`src/rtl/gpio_irq_pkg.sv`:
```
`timescale 1ns/1ps
package gpio_irq_pkg;
   // word indices of the register map (lower halves)
   localparam int unsigned IDX_DATA  = 0;
   localparam int unsigned IDX_DIR   = 1;
   localparam int unsigned IDX_EN    = 2;
   localparam int unsigned IDX_TYPE  = 3;
   localparam int unsigned IDX_STAT  = 4;
   localparam int unsigned IDX_TRIG0 = 5;
   // pins per trigger-option group
   localparam int unsigned GRP_PINS  = 8;
endpackage

```
`src/rtl/gpio_sync.sv`:
```
`timescale 1ns/1ps
module gpio_sync #(
   parameter int unsigned PINS   = 24,
   parameter int unsigned STAGES = 2
) (
   input  logic            clk,
   input  logic            rst_n,
   input  logic [PINS-1:0] d_i,
   output logic [PINS-1:0] q_o,
   output logic [PINS-1:0] prev_o
);
   logic [PINS-1:0] stg [STAGES];

   if (STAGES < 2) begin : g_bad_stages
      $error("gpio_sync needs at least two stages");
   end

   always_ff @(posedge clk or negedge rst_n) begin
      if (!rst_n) stg[0] <= '0;
      else        stg[0] <= d_i;
   end

   for (genvar s = 1; s < STAGES; s++) begin : g_stage
      always_ff @(posedge clk or negedge rst_n) begin
         if (!rst_n) stg[s] <= '0;
         else        stg[s] <= stg[s-1];
      end
   end

   always_ff @(posedge clk or negedge rst_n) begin
      if (!rst_n) prev_o <= '0;
      else        prev_o <= stg[STAGES-1];
   end

   assign q_o = stg[STAGES-1];
endmodule

```
`src/rtl/gpio_trig.sv`:
```
`timescale 1ns/1ps
module gpio_trig #(
   parameter int unsigned PINS = 24
) (
   input  logic [PINS-1:0] lvl_i,
   input  logic [PINS-1:0] prev_i,
   input  logic [PINS-1:0] dir_i,
   input  logic [PINS-1:0] typ_i,
   input  logic [PINS-1:0] pol_i,
   input  logic [PINS-1:0] both_i,
   output logic [PINS-1:0] ev_o
);
   logic [PINS-1:0] rise, fall, edge_hit, lvl_hit;

   assign rise     = lvl_i & ~prev_i;
   assign fall     = ~lvl_i & prev_i;
   assign edge_hit = (both_i & (rise | fall)) |
                     (~both_i & ((pol_i & rise) | (~pol_i & fall)));
   assign lvl_hit  = (pol_i & lvl_i) | (~pol_i & ~lvl_i);
   assign ev_o     = ~dir_i & ((typ_i & edge_hit) | (~typ_i & lvl_hit));
endmodule

```
`src/rtl/gpio_regs.sv`:
```
`timescale 1ns/1ps
module gpio_regs
   import gpio_irq_pkg::*;
#(
   parameter int unsigned PINS     = 24,
   parameter int unsigned BUS_W    = 16,
   parameter int unsigned ADDR_W   = 4,
   parameter int unsigned HALF_OFS = 8
) (
   input  logic              clk,
   input  logic              rst_n,
   input  logic              wr_i,
   input  logic [ADDR_W-1:0] addr_i,
   input  logic [BUS_W-1:0]  wdata_i,
   output logic [BUS_W-1:0]  rdata_o,
   input  logic [PINS-1:0]   lvl_i,
   input  logic [PINS-1:0]   ev_i,
   output logic [PINS-1:0]   dout_o,
   output logic [PINS-1:0]   dir_o,
   output logic [PINS-1:0]   en_o,
   output logic [PINS-1:0]   typ_o,
   output logic [PINS-1:0]   pol_o,
   output logic [PINS-1:0]   both_o,
   output logic [PINS-1:0]   st_o
);
   localparam int unsigned HI_W   = PINS - BUS_W;
   localparam int unsigned GROUPS = PINS / GRP_PINS;

   if (PINS <= BUS_W || PINS > 2*BUS_W) begin : g_bad_pins
      $error("PINS must span two bus words");
   end
   if (PINS % GRP_PINS != 0 || BUS_W != 2*GRP_PINS) begin : g_bad_grp
      $error("trigger groups must be full bytes");
   end
   if (IDX_TRIG0 + GROUPS > HALF_OFS || 2*HALF_OFS > (1 << ADDR_W)) begin : g_bad_map
      $error("register map does not fit the address width");
   end

   logic [PINS-1:0]   dout_q, dir_q, en_q, typ_q, st_q;
   logic [BUS_W-1:0]  trig_q [GROUPS];
   logic              hi;
   logic [ADDR_W-1:0] idx;
   logic [PINS-1:0]   wmask, wval, clr_mask, rd_word;

   function automatic logic [PINS-1:0] place(input logic h, input logic [BUS_W-1:0] w);
      logic [PINS-1:0] r;
      r = '0;
      if (h) r[PINS-1:BUS_W] = w[HI_W-1:0];
      else   r[BUS_W-1:0]    = w;
      return r;
   endfunction

   assign hi       = addr_i >= ADDR_W'(HALF_OFS);
   assign idx      = hi ? addr_i - ADDR_W'(HALF_OFS) : addr_i;
   assign wmask    = place(hi, '1);
   assign wval     = place(hi, wdata_i);
   assign clr_mask = (wr_i && idx == ADDR_W'(IDX_STAT)) ? wval : '0;

   always_ff @(posedge clk or negedge rst_n) begin
      if (!rst_n) begin
         dout_q <= '0;
         dir_q  <= '0;
         en_q   <= '0;
         typ_q  <= '0;
      end else if (wr_i) begin
         if (idx == ADDR_W'(IDX_DATA)) dout_q <= (dout_q & ~wmask) | wval;
         if (idx == ADDR_W'(IDX_DIR))  dir_q  <= (dir_q  & ~wmask) | wval;
         if (idx == ADDR_W'(IDX_EN))   en_q   <= (en_q   & ~wmask) | wval;
         if (idx == ADDR_W'(IDX_TYPE)) typ_q  <= (typ_q  & ~wmask) | wval;
      end
   end

   always_ff @(posedge clk or negedge rst_n) begin
      if (!rst_n) st_q <= '0;
      else        st_q <= (st_q & ~clr_mask) | ev_i;
   end

   for (genvar g = 0; g < GROUPS; g++) begin : g_trig
      always_ff @(posedge clk or negedge rst_n) begin
         if (!rst_n) trig_q[g] <= '0;
         else if (wr_i && !hi && idx == ADDR_W'(IDX_TRIG0 + g)) trig_q[g] <= wdata_i;
      end
      assign pol_o[g*GRP_PINS +: GRP_PINS]  = trig_q[g][GRP_PINS-1:0];
      assign both_o[g*GRP_PINS +: GRP_PINS] = trig_q[g][BUS_W-1:GRP_PINS];
   end

   always_comb begin
      case (idx)
         ADDR_W'(IDX_DATA): rd_word = lvl_i;
         ADDR_W'(IDX_DIR):  rd_word = dir_q;
         ADDR_W'(IDX_EN):   rd_word = en_q;
         ADDR_W'(IDX_TYPE): rd_word = typ_q;
         ADDR_W'(IDX_STAT): rd_word = st_q;
         default:           rd_word = '0;
      endcase
      rdata_o = hi ? BUS_W'(rd_word[PINS-1:BUS_W]) : rd_word[BUS_W-1:0];
      for (int g = 0; g < GROUPS; g++) begin
         if (!hi && idx == ADDR_W'(IDX_TRIG0 + g)) rdata_o = trig_q[g];
      end
   end

   assign dout_o = dout_q;
   assign dir_o  = dir_q;
   assign en_o   = en_q;
   assign typ_o  = typ_q;
   assign st_o   = st_q;


   st_set_by_event_chk: assert property (@(posedge clk) disable iff (!rst_n)
      (st_q & ~$past(st_q) & ~$past(ev_i)) == '0);

   st_clear_by_write_chk: assert property (@(posedge clk) disable iff (!rst_n)
      (~st_q & $past(st_q) & ~$past(clr_mask)) == '0);
endmodule

```
`src/rtl/gpio_irq_ctrl.sv`:
```
`timescale 1ns/1ps
module gpio_irq_ctrl #(
   parameter int unsigned PINS        = 24,
   parameter int unsigned BUS_W       = 16,
   parameter int unsigned ADDR_W      = 4,
   parameter int unsigned HALF_OFS    = 8,
   parameter int unsigned SYNC_STAGES = 2
) (
   input  logic              clk,
   input  logic              rst_n,
   input  logic              bus_sel,
   input  logic              bus_wr,
   input  logic [ADDR_W-1:0] bus_addr,
   input  logic [BUS_W-1:0]  bus_wdata,
   output logic [BUS_W-1:0]  bus_rdata,
   input  logic [PINS-1:0]   pin_in,
   output logic [PINS-1:0]   pin_out,
   output logic [PINS-1:0]   pin_oe,
   output logic              irq
);
   logic            wr_en;
   logic [PINS-1:0] lvl, prev, ev, dir, en, typ, pol, both, st, dout;

   assign wr_en = bus_sel & bus_wr;

   gpio_sync #(.PINS(PINS), .STAGES(SYNC_STAGES)) u_sync (
      .clk(clk), .rst_n(rst_n), .d_i(pin_in), .q_o(lvl), .prev_o(prev));

   gpio_trig #(.PINS(PINS)) u_trig (
      .lvl_i(lvl), .prev_i(prev), .dir_i(dir), .typ_i(typ),
      .pol_i(pol), .both_i(both), .ev_o(ev));

   gpio_regs #(.PINS(PINS), .BUS_W(BUS_W), .ADDR_W(ADDR_W), .HALF_OFS(HALF_OFS)) u_regs (
      .clk(clk), .rst_n(rst_n), .wr_i(wr_en), .addr_i(bus_addr),
      .wdata_i(bus_wdata), .rdata_o(bus_rdata), .lvl_i(lvl), .ev_i(ev),
      .dout_o(dout), .dir_o(dir), .en_o(en), .typ_o(typ), .pol_o(pol),
      .both_o(both), .st_o(st));

   assign pin_out = dout;
   assign pin_oe  = dir;
   assign irq     = |(st & en);


   out_pin_quiet_chk: assert property (@(posedge clk) disable iff (!rst_n)
      (st & ~$past(st) & $past(dir)) == '0);

   irq_needs_enable_chk: assert property (@(posedge clk) disable iff (!rst_n)
      irq |-> (en != '0));

   oe_only_on_write_chk: assert property (@(posedge clk) disable iff (!rst_n)
      !$past(wr_en) |-> $stable(pin_oe));
endmodule

```
`config.mk`:
```
export PLATFORM = sky130hd
export DESIGN_NAME = gpio_irq_ctrl
export DESIGN_NICKNAME = d
export VERILOG_FILES = /design/src/rtl/gpio_irq_pkg.sv /design/src/rtl/gpio_sync.sv /design/src/rtl/gpio_trig.sv /design/src/rtl/gpio_regs.sv /design/src/rtl/gpio_irq_ctrl.sv
export SDC_FILE = /design/constraint.sdc
export NUM_CORES = 1
export LEC_CHECK = 0
export ABC_AREA = 1
export BUFFER_PORTS_ARGS = -buffer_cell sky130_fd_sc_hd__buf_2
export CORE_MARGIN = 2
export CORE_UTILIZATION = 50
export CTS_BUF_LIST = sky130_fd_sc_hd__clkbuf_8
export CTS_CLUSTER_DIAMETER = 200
export DETAILED_ROUTE_END_ITERATION = 6
export PLACE_DENSITY = 0.67
export SYNTH_ARGS = -nofsm -noshare
export SYNTH_HDL_FRONTEND = slang
export SYNTH_SLANG_ARGS = --single-unit
```
`constraint.sdc`:
```
create_clock -name clk -period 4 [get_ports clk]
set_input_delay 0.6 -clock clk [delete_from_list [all_inputs] [get_ports clk]]
set_output_delay 0.6 -clock clk [all_outputs]
set_load 0.02 [all_outputs]
```
==> results.yml <==
cts:
  cts-root-buf: "clkbuf_8"
  path_clk_slew_ns: 0.05
  cts-resized-gates: 0
  ctsHoldBuffers: 0
  tritoncts: "yes"
  cts_buffers: 42
  cts_setup_buffers: 0
  cts_buffer_depth: 3
  clkSinkCount: 240
  cts-htree-levels: 2
  clk_latency_ns: 0.56
layout:
  final_common_cell: "nand2_1"
  diodes: 0
  drive_gt1_share_pct: 14.6
  nets: 1558
  regArea_sq_mm: 0.00601
  area_growth_pct: 13.8
  multi_input_area_sq_mm: 0.00461
  fillers: 2083
  finalNonFillerCells: 1775
  final_cell_mix: "nand2_1, dfrtp_1, o21ai_0, inv_1, buf_2"
logic_synthesis:
  yosys.area.top_type: "dfrtp_1"
  seq_area_frac_synth_pct: 52.4
  syn_inst: 1349
  ys_types: 30
  syn-cell-area_sq_mm: 0.0115
  synth.top_cell.area_share_pct: 52.4
  synth_nets: 1445
  syn_avg_cell_area_sq_um: 8.50
  synth_seq_cells: 240
  ys_warn_count: 0
  synth.area.top_cells: "dfrtp_1, nand2_1, o21ai_0, ha_1, inv_1"
timing:
  slew_headroom_pct: 37.5
  worst_slew_pin_slew_ns: 0.937
  setup-tns-final_ns: 0
  fin_skew_ns: 0.0275
  setup-violations-final: 0
  timing.final.crit_share_pct: 82.8
  fin_crit_ns: 3.31
  hold_violations: 0
  whs_ns: 0.128
  drv_slew: 0
  fmax_mhz: 302
  rsz0062_at_grt: "no"
floorplanning:
  core.rowCount: 55
  initial_core_util_pct: 50.8
  die_area_sq_mm: 0.0242
  die-width_um: 155
  die_h_um: 155
  core_area_sq_mm: 0.0226
  boundaryPins: 113
detailed_routing:
  drtIter0Drc: 1001
  drt-pass1-iter-count: 6
  vias: 9837
  ant_nets: 0
  route.detailed.drc: 0
  drt-total-wl_mm: 33.2
  viasPerCell: 5.54
  wl_per_cell_um: 18.7
power_and_ir_drop:
  p_leak_uw: 0.00672
  p_total_uw: 6420
  ir_drop_mv: 0.378
  p_per_area_mw_per_mm2: 492
setup_path:
  setup.worst_path.end_class: "primary output"
  worstSetupPathType: "primary input to primary output"
  path_max_fanout: 19
  start_kind: "primary input"
  crit_required_ns: 3.40
  crit_arrival_ns: 2.71
global_routing:
  grt_pass1_vias: 9346
  grt_max_degree: 122
  grt_pass1_wl_mm: 52.4
  grt_usage_pct: 28.3
  grt-ovfl-total: 0
  antenna_found_initial: 0
place:
  dp_hpwl_mm: 22.7
  dp_cells: 1703
  place_congestion: 0.971
  portBuffers: 112
hold_path:
  hp-class: "primary input to async pin"
run_status:
  status: "completed"
job:
  maxCapViolations: 0
## metal layers
metal  vias up  track usage (%)  wire [um]
met5         -                0          0
li1       4625                -          -
met2       470             45.4      15100
met4         0             10.7       1200
met1      4663             38.4      13800
met3        79             5.49       3010
## synth_stat cells (all sizes together)
library cell / n
nor3: 2
o21bai: 8
a22o: 1
nand3: 69
nand2: 430
buf: 28
nor4: 1
nor2: 22
clkbuf: 27
clkinv: 2
dfrtp: 240
inv: 145
o31ai: 24
o21ai: 227
ha: 48
a221oi: 2
nand4: 25
a21oi: 48
## metrics by stage
stage | util [%] | cell area (sq um) | worst slack (ns)
after detailed placement | 54.1 | 12200 | 0.794
after global routing | 57.8 | 13100 | 0.587
after floorplan | - | 11500 | 1.73
after global placement | 54.1 | 12200 | 0.934
after CTS | 57.8 | 13100 | 0.803
final | 57.8 | 13100 | 0.686
## final cells by class
cell class | count | area share [%]
Tap cell | 285 | 2.73
Clock buffer | 50 | 5.27
Clock inverter | 22 | 1.16
Inverter | 147 | 4.28
Multi-Input combinational cell | 907 | 35.3
Sequential cell | 240 | 46.0
Timing Repair Buffer | 124 | 5.25
## critical path, cell delays in order
cell and delay, ns:
buf_2 0.24, nor2_2 0.59, nand2_1 0.38, inv_2 0.28, nand2_1 0.08, nand3_1 0.09
o21ai_0 0.09, nand4_1 0.16, buf_2 0.18
## report_power, final
part / switching (uW) / internal (uW)
combinational: 710 / 367
sequential: 327 / 2740
clock: 1010 / 1260
## logic make-up (layout without fill, tap and decap cells)
family                     count (synthesis)  count (layout)  synth area share, %
adders and majority gates                 48              48                 5.24
and+or+nand+nor                          549             549                 20.1
DFF                                      240             240                 52.4
AOI/OAI and AO/OA                        310             310                 14.8
buffers and inverters                    202             343                 7.47
## final timing paths
kind | slack, ns | start | depth (start not counted) | end
worst min register to register | 0.35 | u_sync.stg[35] | 0 | u_sync.q_o[11]
worst max register to register | 2.62 | u_sync.q_o[19] | 5 | u_regs.st_o[19]
min in group clk | 0.14 | pin_in[3] | 1 | u_sync.stg[27]
worst min-delay path | 0.13 | rst_n | 1 | async pin
worst max-delay path | 0.69 | bus_addr[1] | 9 | bus_rdata[12]
max in group asynchronous | 2.93 | rst_n | 2 | u_sync.prev_o[16]
(Power assumes the default switching activity.)
